File: src/rtl/lcl_pkg.sv
package lcl_pkg;
    localparam int LUT_IN = 4;
    localparam int TT_W   = 1 << LUT_IN;

    typedef logic [TT_W-1:0] tt_t;

    // fractured half-lookups feeding the carry selector
    typedef struct packed {
        logic p;   // propagate: entries 4..7
        logic g;   // generate: entries 0..3
    } pg_t;
endpackage

File: src/rtl/lcl_lut4_frac.sv
module lcl_lut4_frac
    import lcl_pkg::*;
(
    input  tt_t               tt,
    input  logic [LUT_IN-1:0] idx,
    output logic              f4,
    output pg_t               half
);
    localparam int HALF_W = LUT_IN / 2;

    always_comb begin
        f4     = tt[idx];
        half.g = tt[{2'b00, idx[HALF_W-1:0]}];
        half.p = tt[{2'b01, idx[HALF_W-1:0]}];
    end
endmodule

File: src/rtl/lcl_carry_sel.sv
module lcl_carry_sel
    import lcl_pkg::*;
(
    input  pg_t  pg,
    input  logic ci,
    output logic co
);
    always_comb begin
        co = pg.p ? ci : pg.g;
    end
endmodule

File: src/rtl/lcl_cell.sv
module lcl_cell
    import lcl_pkg::*;
(
    input  logic              clk,
    input  logic              rst,
    input  logic [LUT_IN-1:0] din,
    input  logic              ci,
    input  tt_t               tt,
    input  logic              cin_sel,
    input  logic              ff_sel,
    output logic              comb,
    output logic              q,
    output logic              co,
    output pg_t               pg
);
    logic [LUT_IN-1:0] lut_idx;
    logic              ff_d;

    always_comb begin
        lut_idx = {din[3], (cin_sel ? ci : din[2]), din[1:0]};
    end

    lcl_lut4_frac u_lut (
        .tt   (tt),
        .idx  (lut_idx),
        .f4   (comb),
        .half (pg)
    );

    lcl_carry_sel u_carry (
        .pg (pg),
        .ci (ci),
        .co (co)
    );

    always_comb begin
        ff_d = ff_sel ? din[3] : comb;
    end

    always_ff @(posedge clk) begin
        if (rst) begin
            q <= 1'b0;
        end else begin
            q <= ff_d;
        end
    end
endmodule

File: src/rtl/lcl_cluster.sv
module lcl_cluster
    import lcl_pkg::*;
#(
    parameter int NUM_CELLS = 8
) (
    input  logic                      clk,
    input  logic                      rst,
    input  logic [NUM_CELLS*4-1:0]    data_in,
    input  logic                      carry_in,
    input  logic [NUM_CELLS*16-1:0]   tt_cfg,
    input  logic [NUM_CELLS-1:0]      cin_sel_cfg,
    input  logic [NUM_CELLS-1:0]      ff_sel_cfg,
    output logic [NUM_CELLS-1:0]      comb_out,
    output logic [NUM_CELLS-1:0]      reg_out,
    output logic                      carry_out
);
    localparam int DIN_W = LUT_IN;

    logic [NUM_CELLS:0]   carry_chain;
    logic [NUM_CELLS-1:0] prop_vec;
    logic [NUM_CELLS-1:0] gen_vec;

    assign carry_chain[0] = carry_in;

    for (genvar i = 0; i < NUM_CELLS; i++) begin : g_cell
        pg_t cell_pg;

        lcl_cell u_cell (
            .clk     (clk),
            .rst     (rst),
            .din     (data_in[i*DIN_W +: DIN_W]),
            .ci      (carry_chain[i]),
            .tt      (tt_cfg[i*TT_W +: TT_W]),
            .cin_sel (cin_sel_cfg[i]),
            .ff_sel  (ff_sel_cfg[i]),
            .comb    (comb_out[i]),
            .q       (reg_out[i]),
            .co      (carry_chain[i+1]),
            .pg      (cell_pg)
        );

        assign prop_vec[i] = cell_pg.p;
        assign gen_vec[i]  = cell_pg.g;
    end

    assign carry_out = carry_chain[NUM_CELLS];
endmodule

File: config.mk
export PLATFORM = sky130hd
export DESIGN_NAME = lcl_cluster
export DESIGN_NICKNAME = d
export VERILOG_FILES = /design/src/rtl/lcl_pkg.sv /design/src/rtl/lcl_lut4_frac.sv /design/src/rtl/lcl_carry_sel.sv /design/src/rtl/lcl_cell.sv /design/src/rtl/lcl_cluster.sv
export SDC_FILE = /design/constraint.sdc
export NUM_CORES = 1
export LEC_CHECK = 0
export CAP_MARGIN = 20
export CORE_ASPECT_RATIO = 1.5
export CORE_MARGIN = 1.5
export CORE_UTILIZATION = 29
export CTS_BUF_LIST = sky130_fd_sc_hd__clkbuf_8 sky130_fd_sc_hd__clkbuf_16
export DETAILED_ROUTE_END_ITERATION = 6
export GPL_TIMING_DRIVEN = 0
export PLACE_DENSITY = 0.81
export SYNTH_ARGS = -nofsm -noshare
export SYNTH_HDL_FRONTEND = slang
export SYNTH_SLANG_ARGS = --single-unit
File: constraint.sdc
create_clock -name clk -period 3.7 [get_ports clk]
set_input_delay 0.555 -clock clk [delete_from_list [all_inputs] [get_ports clk]]
set_output_delay 0.555 -clock clk [all_outputs]
set_load 0.02 [all_outputs]
== Yosys cells after proc, flatten, opt, wreduce, memory -nomap -nowiden ==
Index checks and enable logic that the tools add are counted.
Operators by class
  $lt $le $gt $ge: 24
  multiplexer cells: 72
Operator list (count)
  $mux W1: 48
  $lt A2 B5 Y1 const B: 8
  $lt A3 B5 Y1 const B: 8
  $lt A4 B5 Y1 const B: 8
  $bmux W1 S2: 16
  $bmux W1 S4: 8
Word-level totals
  register bits: 8
  input port bits: 179
  output and inout bits: 17
  word-level logic and storage cells: 104

== Logic depth before layout (Yosys ltp) ==
Gate-level depths: netlist of the first run.
  word-level depth: 13
  depth in mapped cells: 9
  gate-level depth less buffers: 7

== Hierarchy ==
A second synthesis of the first run with hierarchy kept.
Second synthesis, totals
  cells, all modules: 160
  area, all modules: 2132.0 µm²
Modules (own cells, without submodules)
  lcl_lut4_frac: instances 8, cells each 15, area each 202.7 µm², seq. area each 0.0 µm²
  lcl_cell: instances 8, cells each 4, area each 48.8 µm², seq. area each 20.0 µm²
  lcl_carry_sel: instances 8, cells each 1, area each 15.0 µm², seq. area each 0.0 µm²

== Worst setup path before layout of the first run ==
Ideal clock, no wire load.
  path kind: input to output
  start point: input data_in[0]
  end point: output comb_out[5]
  data arrival time: 2.401 ns
  data required time: 3.145 ns
  path slack: 0.744 ns
  stages on the path: 8
  buffers on the path: 2
  path through: buf_6 -> mux4_2 -> nor2b_4 -> o21ai_4 -> a21bo_4 -> a21oi_2 -> or4_4 -> buf_4
Between the ends
  longest elaborated chain between the ends: 10
  elaborated cells between the ends (all ways): 12
  classes of those cells: mux (12)
Ends and longest elaborated chain
  start: declaration: line lcl_cluster.sv:8  | input logic [NUM_CELLS*4-1:0] data_in,
  $bmux W1 S2 (on tied branches): line lcl_lut4_frac.sv:13, lcl_lut4_frac.sv:14
  $mux W1 (on tied branches): line lcl_lut4_frac.sv:13, lcl_lut4_frac.sv:14
  $mux W1 * (5 in series): line lcl_carry_sel.sv:9  | co = pg.p ? ci : pg.g;
  $mux W1 *: line lcl_cell.sv:20  | lut_idx = {din[3], (cin_sel ? ci : din[2]), din[1:0]};
  $bmux W1 S4 *: line lcl_lut4_frac.sv:12  | f4 = tt[idx];
  $mux W1 (implied by the code) *: line lcl_lut4_frac.sv:12
  end: declaration: line lcl_cluster.sv:13  | output logic [NUM_CELLS-1:0] comb_out,
Every way passes the cells marked *; elsewhere a longest branch is shown, timed or not. The select of a mux whose other input is x is not followed.

== Final worst setup path of the first run ==
  start point: input tt_cfg[36]
  end point: output carry_out
Between the ends
  longest elaborated chain between the ends: 8
Ends and longest elaborated chain
  start: declaration: line lcl_cluster.sv:10  | input logic [NUM_CELLS*16-1:0] tt_cfg,
  $bmux W1 S2: line lcl_lut4_frac.sv:14  | half.p = tt[{2'b01, idx[HALF_W-1:0]}];
  $mux W1 (implied by the code): line lcl_lut4_frac.sv:14
  $mux W1 (6 in series): line lcl_carry_sel.sv:9
  end: declaration: line lcl_cluster.sv:15  | output logic carry_out
Every way passes these cells. The select of a mux whose other input is x is not followed.

==> results of run 1 <==
## cells in the mapped netlist, types with 2 or more instances
cell and count:
o211ai_1 2, dfxtp_1 8, nand2b_1 6, nor3_1 2, or2_1 2, nor2_1 13, or3_1 2, buf_4 16
a31oi_1 3, inv_1 4, mux2i_1 18, o221ai_2 2, nor3b_1 2, a21oi_1 4, a21oi_2 2, mux4_2 28
mux2_2 2, nor2b_1 2, nand2_1 11, and2_1 2, nand4_1 2, mux4_1 6
## cells by family (layout without fill, tap and decap cells)
logic type      Yosys count  in the layout  share of synthesized area
buf+inv                  22            223                     0.0829
mux                      55             55                      0.537
compound gates           29             29                      0.147
simple gates             50             50                      0.147
flops                     8              8                     0.0856
## routing by layer
metal,GRT usage,part of all wire,vias up
li1,-,-,1072
met1,0.169,0.31,1088
met2,0.428,0.60,105
met3,0.0267,0.076,8
met4,0.0477,0.014,0
met5,0,0,-
## through the flow
| stage | utilization | TNS (ns) | cells | hold WS (ns) | setup WS [ns] |
|---|---|---|---|---|---|
| after floorplan | - | 0 | 164 | 0.664 | 0.744 |
| after global placement | 0.633 | -2.44 | 432 | 1.15 | -0.511 |
| after detailed placement | 0.633 | -2.53 | 432 | 1.16 | -0.486 |
| after CTS | 0.641 | 0 | 436 | 0.919 | 0.0166 |
| after global routing | 0.649 | -0.00949 | 439 | 0.906 | -0.00949 |
| final | 0.649 | 0 | 439 | 0.860 | 0.0751 |
## worst max-delay path by stage
stage	cells after the start	endpoint	slack [ns]	start
after CTS	9	comb_out[2]	0.02	tt_cfg[5]
after detailed placement	9	comb_out[4]	-0.49	data_in[8]
after floorplan	8	comb_out[5]	0.74	data_in[0]
after global placement	9	comb_out[4]	-0.51	data_in[8]
final	9	carry_out	0.08	tt_cfg[36]
after global routing	10	comb_out[6]	-0.009	tt_cfg[71]
## area by class of cell
cell class	count	area [sq um]
fill	524	2170
timing repair buffer	198	1960
multi-input combinational	134	1600
sequential	8	160
buffer	18	140
tap	74	92.6
clock buffer	3	41.3
inverter	4	15.0
## power breakdown
group          switching (uW)  leakage (uW)  internal, uW  total (uW)
registers                2.08     0.0000666          95.0        97.1
logic                     196       0.00149           365         561
clock network            37.5     0.0000216          70.8         108
total                     236       0.00158           530         766
## what timing repair did
action                     CTS  global route
pin swaps                    1             1
buffers inserted             1             3
setup endpoints to repair    8             5
gates resized for setup     17            15
==> flow_summary.toml, run 1 <==
[placement]
post_dp_cell_area_sq_mm = 0.00391
portBuffers = 194
dp_hpwl_microns = 6620
place_congestion = 0.763

[synthesis]
yosysWarnings = 0
synthesis.area_sq_mm = 0.00187
syn_inst = 164
yosys_most_used_dff = "dfxtp_1"
yosys.area.top_type = "mux4_2"
ys_top_cells_by_area = "mux4_2, mux2i_1, dfxtp_1"
syn_avg_cell_area_sq_um = 11.4
ys_seq_elements = 8
synth_nets = 343
async_flop_share = 0
synth-edff-count = 0
synthDistinctLibCells = 47
synth_top_area_share = 0.337
ys_seq_area_frac = 0.0856

[sta]
period_needed_ns = 3.62
hold_violations = 0
setup_viol = 0
max_freq_mhz = 276
worstMarginPinSlew_ns = 0.460
post-route-period-util = 0.980
slew_headroom = 0.693
maxSlewViolCount = 0

[grt]
grt-ovfl-total = 0
grt_use_total = 0.196
grt_pass1_wl_microns = 10300
grt_max_degree = 11
grt_pass1_vias = 2396
antenna_found_initial = 0

[cts]
clockBufferDepth = 2
cts_buffers = 3
ctsHoldBuffers = 0
clk_pin_slew_worst_paths_ns = 0.04
h-tree-depth = 1
cts_tree = "built"
cts-root-buf = "clkbuf_8"
cts_sinks = 8

[cells_and_area]
final_common_cell = "clkdlybuf4s50_1"
area_growth_syn_to_layout_pct = 114
design_area_sq_mm = 0.00401
largest_reg_flops = 8
most-common-layout-cells = "clkdlybuf4s50_1, mux4_2, buf_4"
nNetsFinal = 546
drive_gt1_frac = 0.216
n_antenna_cell = 0
top_register = "g_cell.u_cell.q"
largest_registers = "g_cell.u_cell.q x8"

[pwr]
leakage_uw = 0.00158
p_per_area_mw_per_mm2 = 191
peakVddDrop_v = 0.0000906
p_total_uw = 766

[hold_path]
min_path_cells = 3
holdPathEnd = "g_cell[1].u_cell.q"
worstHoldPathType = "input port to register"
min_from = "data_in[5]"

[floorplanning]
die_w_microns = 68.6
dieHeight_microns = 101
start_util = 0.303
io_pins = 196
coreArea_sq_mm = 0.00617
dieArea_sq_mm = 0.00696
rows = 35

[detailed_routing]
drtIter0Drc = 16
drcViolationCount = 0
first_pass_iters = 4
ant_nets = 0
via_per_inst = 5.18
dr_total_vias = 2273
wl_per_cell_microns = 16.4
routed_wl_microns = 7180

[setup_path]
crit_slowest_cell = "clkdlybuf4s50_1"
required_ns = 3.14
worst_ep_arrival_time_ns = 3.07
max_stage_delay_ns = 0.60
critPathBufInv = 2
crit_family = "buffers and inverters"
path_class = "input port to primary output"
crit_chain = "clkdlybuf4s50_1, mux4_2, nand2b_4, a21o_4, a21oi_2, nor2_1, nor2_1, mux2_2, clkdlybuf4s50_1"
critical_path.max_fanout = 5
end_kind = "primary output"
crit_path_start_kind = "input port"

[job]
cap_viol_max_count = 0

[status]
status = "complete, no violations"
Power figures use the tool's default switching activity.
==> run 2: changes to the inputs <==
--- a/config.mk
+++ b/config.mk
@@ -13,6 +13,7 @@
 export DETAILED_ROUTE_END_ITERATION = 6
 export GPL_TIMING_DRIVEN = 0
 export PLACE_DENSITY = 0.81
+export SKIP_LAST_GASP = 1
 export SYNTH_ARGS = -nofsm -noshare
 export SYNTH_HDL_FRONTEND = slang
 export SYNTH_SLANG_ARGS = --single-unit
==> run 2 against run 1 <==
Effect of this change:
- cell count is the same
- wire length is the same
- cell area grew 0.12%
- combinational power is essentially flat
- power is essentially flat
- setup slack is the same
- flip-flop and latch count is the same
- global-route usage is the same
- worst hold slack is the same
- largest cell class unchanged
- highest routed layer unchanged
==> flow_summary.toml, run 2 (synthesis gave the netlist of run 1 again) <==
[detailed_routing]
drtIter0Drc = 16
wl_per_cell_microns = 16.4
first_pass_iters = 4
dr_total_vias = 2273
routed_wl_microns = 7180
drcViolationCount = 0
ant_nets = 0
via_per_inst = 5.18

[cells_and_area]
fin_util = 0.650
drive_gt1_frac = 0.214
most-common-layout-cells = "clkdlybuf4s50_1, mux4_2, buf_4"
fillers = 523
final_common_cell = "clkdlybuf4s50_1"
top_register = "g_cell.u_cell.q"
n_antenna_cell = 0
design_area_sq_mm = 0.00401
largest_registers = "g_cell.u_cell.q x8"
nNetsFinal = 546
area_growth_syn_to_layout_pct = 114
largest_reg_flops = 8

[job]
cap_viol_max_count = 0

[cts]
cts-root-buf = "clkbuf_8"
clockBufferDepth = 2
cts_buffers = 3
ctsHoldBuffers = 0
cts_sinks = 8
cts_tree = "built"
clk_pin_slew_worst_paths_ns = 0.04
h-tree-depth = 1

[sta]
maxSlewViolCount = 0
setup_tns_ns = 0
post-route-period-util = 0.980
max_freq_mhz = 276
period_needed_ns = 3.62
setup_viol = 0
worstMarginPinSlew_ns = 0.460
hold_violations = 0
layout_setup_ws_ns = 0.0751
slew_headroom = 0.693

[setup_path]
path_class = "input port to primary output"
worst_ep_arrival_time_ns = 3.07
required_ns = 3.14
startpoint = "tt_cfg[36]"
end_kind = "primary output"
crit_path_start_kind = "input port"
endpoint = "carry_out"
critical_path.max_fanout = 5

[grt]
antenna_found_initial = 0
grt_max_degree = 11
grt_pass1_vias = 2396
grt_use_total = 0.196
grt-ovfl-total = 0
grt_pass1_wl_microns = 10300

[hold_path]
worstHoldPathType = "input port to register"

[placement]
place_ws_ns = -0.486
post_dp_cell_area_sq_mm = 0.00391
dp_hpwl_microns = 6620
place_congestion = 0.763
portBuffers = 194

[floorplanning]
dieHeight_microns = 101
coreArea_sq_mm = 0.00617
dieArea_sq_mm = 0.00696
rows = 35
io_pins = 196
die_w_microns = 68.6
start_util = 0.303

[pwr]
p_per_area_mw_per_mm2 = 191
leakage_uw = 0.00159
p_total_uw = 767
peakVddDrop_v = 0.0000906

[status]
status = "complete, no violations"
## run 2: cell types whose count changed in the layout (fill, tap and decap cells not counted), sizes merged
cell | previous run | this run
buf | 22 | 21
dlymetal6s2s | 4 | 5
## run 2: critical path, stage by stage
cell	delay, ns
clkdlybuf4s50_1	0.41
mux4_2	0.51
nand2b_4	0.17
a21o_4	0.23
a21oi_2	0.23
nor2_1	0.08
nor2_1	0.12
mux2_2	0.17
clkdlybuf4s50_1	0.60
## run 2: metrics by stage
step,hold slack (ns),instances
floorplan,0.664,164
global placement,1.15,432
detailed placement,1.16,432
CTS,0.919,436
global route,0.906,439
finish,0.860,439
## run 2: worst min-delay path by stage
stage | start | endpoint | slack (ns) | depth (start not counted)
after floorplan | data_in[7] | g_cell[1].u_cell.q | 0.66 | 1
after global placement | data_in[11] | g_cell[2].u_cell.q | 1.15 | 3
after detailed placement | ff_sel_cfg[2] | g_cell[2].u_cell.q | 1.16 | 3
after CTS | ff_sel_cfg[2] | g_cell[2].u_cell.q | 0.92 | 3
after global routing | data_in[5] | g_cell[1].u_cell.q | 0.91 | 3
final | data_in[5] | g_cell[1].u_cell.q | 0.86 | 3
## run 2: power by group
group / internal [uW] / total (uW) / leakage (uW) / switching, uW
registers: 95.0 / 97.1 / 0.0000666 / 2.08
clock network: 70.8 / 108 / 0.0000216 / 37.5
logic: 365 / 561 / 0.00150 / 196
## run 2: per-layer routing
layer / share of wire / vias up / GRT usage / routed length [microns]
li1: - / 1072 / - / -
met5: 0 / - / 0 / 0
met4: 0.014 / 0 / 0.0477 / 101
met2: 0.60 / 105 / 0.428 / 4340
met3: 0.076 / 8 / 0.0267 / 545
met1: 0.31 / 1088 / 0.169 / 2200
## run 2: what timing repair did
action,in CTS,in global routing
pin swaps,1,1
cloned,0,0
gates resized for setup,16,16
endpoints found under the setup margin,8,6
buffers inserted,1,3
endpoints found under the hold margin,0,0
## run 2: cell type report
cell class / instances / area [sq um] / share of cell area
timing repair buffer: 198 / 1960 / 0.489
multi-input combinational: 134 / 1600 / 0.399
sequential: 8 / 160 / 0.0399
buffer: 18 / 140 / 0.0349
tap: 74 / 92.6 / 0.0231
clock buffer: 3 / 41.3 / 0.0103
inverter: 4 / 15.0 / 0.00374
==> run 3: changes to the inputs <==
--- a/config.mk
+++ b/config.mk
@@ -5,7 +5,7 @@
 export SDC_FILE = /design/constraint.sdc
 export NUM_CORES = 1
 export LEC_CHECK = 0
-export CAP_MARGIN = 20
+export CAP_MARGIN = 10
 export CORE_ASPECT_RATIO = 1.5
 export CORE_MARGIN = 1.5
 export CORE_UTILIZATION = 29
@@ -13,7 +13,6 @@
 export DETAILED_ROUTE_END_ITERATION = 6
 export GPL_TIMING_DRIVEN = 0
 export PLACE_DENSITY = 0.81
-export SKIP_LAST_GASP = 1
 export SYNTH_ARGS = -nofsm -noshare
 export SYNTH_HDL_FRONTEND = slang
 export SYNTH_SLANG_ARGS = --single-unit
==> results of run 3 <==
Same layout as run 1: the final DEF is identical, and so are final timing and power.
